`src/rtl/gray_pkg.sv`:
```
package gray_pkg;

  // Strobes sent from the control module to the datapath, one set per cycle.
  typedef struct packed {
    logic clear;      // load zero
    logic hold;       // keep the current value
    logic flipLow;    // even step: invert bit 0
    logic flipAbove;  // odd step: invert bit above the lowest set bit
  } grayStrobeT;

endpackage

```
`src/rtl/gray_step_ctrl.sv`:
```
module gray_step_ctrl
  import gray_pkg::*;
(
  input  logic       clk,
  input  logic       syncReset,
  input  logic       countEn,
  output grayStrobeT strobes
);

  logic stepParity;

  always_ff @(posedge clk) begin
    if (syncReset)
      stepParity <= 1'b0;
    else if (countEn)
      stepParity <= ~stepParity;
  end

  always_comb begin
    strobes.clear     = syncReset;
    strobes.hold      = !syncReset && !countEn;
    strobes.flipLow   = !syncReset && countEn && !stepParity;
    strobes.flipAbove = !syncReset && countEn && stepParity;
  end

  // the parity flag alternates on every enabled step.
  assert_parity_flip_R3: assert property (@(posedge clk) disable iff (syncReset)
    countEn |=> (stepParity != $past(stepParity)));

  // the parity flag is frozen while counting is disabled.
  assert_parity_hold_R6: assert property (@(posedge clk) disable iff (syncReset)
    !countEn |=> $stable(stepParity));

  // reset clears the parity flag.
  assert_parity_reset_R1: assert property (@(posedge clk)
    syncReset |=> !stepParity);

  // reset and stepping strobes never coexist.
  assert_reset_priority_R8: assert property (@(posedge clk)
    strobes.clear |-> !(strobes.flipLow || strobes.flipAbove));

endmodule

```
`src/rtl/gray_step_path.sv`:
```
module gray_step_path
  import gray_pkg::*;
#(
  parameter int WIDTH = 4
) (
  input  logic             clk,
  input  grayStrobeT       strobes,
  output logic [WIDTH-1:0] grayQ
);

  localparam int IDXW = (WIDTH > 1) ? $clog2(WIDTH) : 1;
  localparam logic [IDXW-1:0] TOP_IDX = IDXW'(WIDTH - 1);

  logic [IDXW-1:0]  lowIdx;
  logic             lowFound;
  logic [IDXW-1:0]  toggleIdx;
  logic [WIDTH-1:0] flipMask;
  logic [WIDTH-1:0] grayNext;

  // Find the lowest-order set bit of the current code.
  always_comb begin
    lowIdx   = '0;
    lowFound = 1'b0;
    for (int i = 0; i < WIDTH; i++) begin
      if (!lowFound && grayQ[i]) begin
        lowIdx   = IDXW'(i);
        lowFound = 1'b1;
      end
    end
  end

  // Odd step: target the bit one above the lowest set bit. At the MSB, target the MSB itself (wrap).
  assign toggleIdx = (lowIdx == TOP_IDX) ? TOP_IDX : IDXW'(lowIdx + 1'b1);

  for (genvar g = 0; g < WIDTH; g++) begin : g_bit
    if (g == 0) begin : g_lsb
      assign flipMask[g] = strobes.flipLow ||
                           (strobes.flipAbove && toggleIdx == IDXW'(g));
    end else begin : g_upper
      assign flipMask[g] = strobes.flipAbove && toggleIdx == IDXW'(g);
    end
  end

  assign grayNext = grayQ ^ flipMask;

  always_ff @(posedge clk) begin
    if (strobes.clear)
      grayQ <= '0;
    else if (!strobes.hold)
      grayQ <= grayNext;
  end

  // reset loads zero.
  assert_reset_zero_R1: assert property (@(posedge clk)
    strobes.clear |=> (grayQ == '0));

  // a step changes exactly one output bit.
  assert_one_bit_R2: assert property (@(posedge clk) disable iff (strobes.clear)
    (strobes.flipLow || strobes.flipAbove) |=> ($countones(grayQ ^ $past(grayQ)) == 1));

  // an even step inverts bit 0.
  assert_low_flip_R3: assert property (@(posedge clk) disable iff (strobes.clear)
    strobes.flipLow |=> (grayQ[0] != $past(grayQ[0])));

  // an odd step always finds a set bit (parity matches the code's bit count).
  assert_odd_nonzero_R4: assert property (@(posedge clk) disable iff (strobes.clear)
    strobes.flipAbove |-> (grayQ != '0));

  // hold keeps the code.
  assert_hold_R6: assert property (@(posedge clk) disable iff (strobes.clear)
    strobes.hold |=> $stable(grayQ));

endmodule

```
`src/rtl/gray_direct_counter.sv`:
```
module gray_direct_counter
  import gray_pkg::*;
#(
  parameter int WIDTH = 4
) (
  input  logic             clk,
  input  logic             syncReset,
  input  logic             countEn,
  output logic [WIDTH-1:0] grayOut
);

  grayStrobeT strobes;

  gray_step_ctrl u_ctrl (
    .clk       (clk),
    .syncReset (syncReset),
    .countEn   (countEn),
    .strobes   (strobes)
  );

  gray_step_path #(.WIDTH(WIDTH)) u_path (
    .clk     (clk),
    .strobes (strobes),
    .grayQ   (grayOut)
  );

endmodule

```
`config.mk`:
```
export PLATFORM = sky130hd
export DESIGN_NAME = gray_direct_counter
export DESIGN_NICKNAME = d
export VERILOG_FILES = /design/src/rtl/gray_pkg.sv /design/src/rtl/gray_step_ctrl.sv /design/src/rtl/gray_step_path.sv /design/src/rtl/gray_direct_counter.sv
export SDC_FILE = /design/constraint.sdc
export NUM_CORES = 1
export LEC_CHECK = 0
export CAP_MARGIN = 20
export CORE_AREA = 2 2 39 41
export CTS_CLUSTER_DIAMETER = 50
export CTS_CLUSTER_SIZE = 12
export DETAILED_ROUTE_END_ITERATION = 7
export DIE_AREA = 0 0 41 43
export GPL_ROUTABILITY_DRIVEN = 0
export SETUP_SLACK_MARGIN = 0.15
export SLEW_MARGIN = 20
export SYNTH_ARGS = -nofsm -noshare
export SYNTH_HDL_FRONTEND = slang
export SYNTH_HIERARCHICAL = 1
export SYNTH_SLANG_ARGS = --single-unit
```
`constraint.sdc`:
```
create_clock -name clk -period 1.7 [get_ports clk]
set_clock_uncertainty 0.15 [all_clocks]
set_input_delay 0.17 -clock clk [delete_from_list [all_inputs] [get_ports clk]]
set_output_delay 0.17 -clock clk [all_outputs]
set_load 0.01 [all_outputs]
```
==> results.sh <==
export IMPL_ios=7
export IMPL_ys_flop_type="dfxtp_1"
export IMPL_cp_top_family="buffers and inverters"
export IMPL_root_buffer="clkbuf_4"
export IMPL_worst_path_buf_inv=1
export IMPL_clkTransAtPathRegs_ns=0.04
export IMPL_synthTopCellsByCount="5 x dfxtp_1, 5 x nor2_1, 3 x nor2b_1, 3 x xnor2_1"
export IMPL_regToRegSetupSlack_ns=0.38
export IMPL_antenna_found_initial=0
export IMPL_yosys_warnings=6
export IMPL_synth_top_area_cell="dfxtp_1"
export IMPL_initial_core_util_pct=17.9
export IMPL_worst_setup_path_end_kind="primary output"
export IMPL_cts_max_level=1
export IMPL_grt_max_degree=7
export IMPL_cts_buffer_depth=2
export IMPL_grt_usage_pct=7.14
export IMPL_synth_edf_count=0
export IMPL_hold_viol=0
export IMPL_grt_pass1_wl_um=765
export IMPL_async_flop_share_pct=0
export IMPL_start_kind="flop"
export IMPL_diodes=0
export IMPL_numCtsBuffers=3
export IMPL_status="finished clean"
export IMPL_critPathMaxFanout=4
export IMPL_fin_area_um2=360
export IMPL_power_density_nw_per_um2=832
export IMPL_ys_seq_area_share_pct=40.4
export IMPL_area_growth_pct=45.5
export IMPL_drt_initial_drc_count=1
export IMPL_fin_crit_sh_pct=86.9
export IMPL_slew_viol_final=0
export IMPL_path_class="flop to primary output"
export IMPL_critPathMaxStageDelay_ns=0.55
export IMPL_final_antenna_net_count=0
export IMPL_chipWidth_um=41
export IMPL_drt_wl_total_um=417
export IMPL_peakVddDrop_mv=0.306
export IMPL_core_area_um2=1380
export IMPL_grt_ovfl_total=0
export IMPL_timing_hold_ws_ns=0.359
export IMPL_drive_gt1_share_pct=22.9
export IMPL_dr_pass1_iters=2
export IMPL_maxCapViolations=0
export IMPL_synth_nets=28
export IMPL_synth_distinct_cells=13
export IMPL_vias_per_cell=3.96
export IMPL_cts_tree="yes"
export IMPL_rows=14
export IMPL_rsz0062_at_grt="false"
export IMPL_synth_top_area_share_pct=40.4
export IMPL_slew_headroom_pct=82.3
export IMPL_syn_area_um2=248
export IMPL_placed_area_um2=328
export IMPL_cellLeakagePower_nw=0.162
export IMPL_fin_tns_setup_ns=0
export IMPL_chipHeight_um=43
export IMPL_cp_required_ns=1.38
export IMPL_io_buffers=6
export IMPL_nNetsFinal=39
export IMPL_clk_latency_ns=0.24
export IMPL_syn_inst=25
export IMPL_ys_seq_elements=5
export IMPL_min_path_type="flop to flop"
export IMPL_dieArea_um2=1760
export IMPL_period_minus_slack_ns=1.48
export IMPL_fillers=158
export IMPL_worst_pin_slew_ns=0.265
export IMPL_first_global_vias=188
export IMPL_clock_sinks=5
export IMPL_wire_per_inst_um=8.18
export IMPL_fmaxAchievable_mhz=677
export IMPL_crit_chain="clkdlybuf4s50_1"
export IMPL_finalSetupViolCount=0
export IMPL_num_vias=202
export IMPL_cts_setup_buffers=0
export IMPL_slowest_stage="clkdlybuf4s50_1"
export IMPL_synthTopCellsByArea="dfxtp_1 40%, xnor2_1 11%, nor2_1 7.6%, nor2b_1 7.6%, nor4b_2 6.1%"
export IMPL_drc=0
export IMPL_worstPathArrival_ns=1.16
export IMPL_syn_area_per_cell_um2=9.91
## metal layers
metal | track usage (%) | share of wire, % | wire (µm) | vias up
met5 | 0 | 0 | 0 | -
met4 | 6.00 | 0 | 0 | 0
met3 | 6.28 | 9.1 | 38 | 0
met2 | 8.13 | 43 | 179 | 6
met1 | 7.77 | 48 | 199 | 88
li1 | - | - | - | 108
## repair_timing
item,CTS,global route
resized for setup,1,2
hold buffers,0,0
setup endpoints to repair,1,2
## cell type report
type                       instances  area (µm²)  area share, %
multi-input combinational         19         140           38.9
tap                               16        20.0           5.56
clock buffer                       4        26.3           7.29
sequential                         5         101           28.1
timing repair buffer               7        72.6           20.1
## where the power goes
group | switching [mW] | leakage [nW] | total [mW] | internal (mW)
Sequential | 0.00655 | 0.0412 | 0.130 | 0.124
Combinational | 0.0127 | 0.106 | 0.0342 | 0.0214
Clock | 0.0466 | 0.0150 | 0.135 | 0.0886
Total | 0.0659 | 0.162 | 0.300 | 0.234
## worst paths after layout
path	startpoint	end	depth (start not counted)
worst min-delay path	u_path/grayQ[0]$_SDFFE_PP0N_	u_path/grayQ[1]$_SDFFE_PP0N_	1
worst min register to register	u_path/grayQ[0]$_SDFFE_PP0N_	u_path/grayQ[1]$_SDFFE_PP0N_	1
worst max register to register	u_ctrl/stepParity$_SDFFE_PP0P_	u_path/grayQ[3]$_SDFFE_PP0N_	4
worst max-delay path	u_path/grayQ[3]$_SDFFE_PP0N_	grayOut[3]	1
## worst register-to-register path: cells and delay by family, from the launching register on
family | cells | cell delay, ns
DFF | 1 | 0.36
muxes | 1 | 0.22
and+or+nand+nor | 3 | 0.49
## cell usage in the layout, fill, tap and decap left out
master,count
clkbuf_4,3
nor2b_1,3
dlymetal6s2s_1,2
dfxtp_1,4
xnor2_1,3
and4bb_2,1
nor2_1,5
a311oi_1,1
mux2i_1,1
clkdlybuf4s50_1,4
a21oi_1,1
buf_4,1
and3b_2,1
nor4b_2,1
o21bai_1,1
nor3b_1,1
dfxtp_2,1
clkbuf_1,1
## cell families (layout without fill, tap and decap cells)
kind of cell	Yosys count	count (layout)	synth area share, %
AOI/OAI and AO/OA	3	3	8.59
xor gates and xnor gates	3	3	10.6
buffers and inverters	1	11	3.03
DFF	5	5	40.4
muxes	1	1	4.04
and+or+nand+nor	12	12	33.3
## registers in the layout (all words and copies together) (netlist names)
name and cells:
u_path/grayQ 4, u_ctrl/stepParity 1
## metrics by stage
step	setup slack, ns	util [%]	std cells	total power [mW]
2_1_floorplan	0.468	-	25	0.151
3_3_place_gp	0.0248	23.7	47	0.166
3_5_place_dp	0.0571	23.7	47	0.166
4_1_cts	0.179	25.7	51	0.309
5_1_grt	0.169	26.0	51	0.322
6_report	0.223	26.0	51	0.300
No activity file was read; power rests on OpenSTA's default activity.
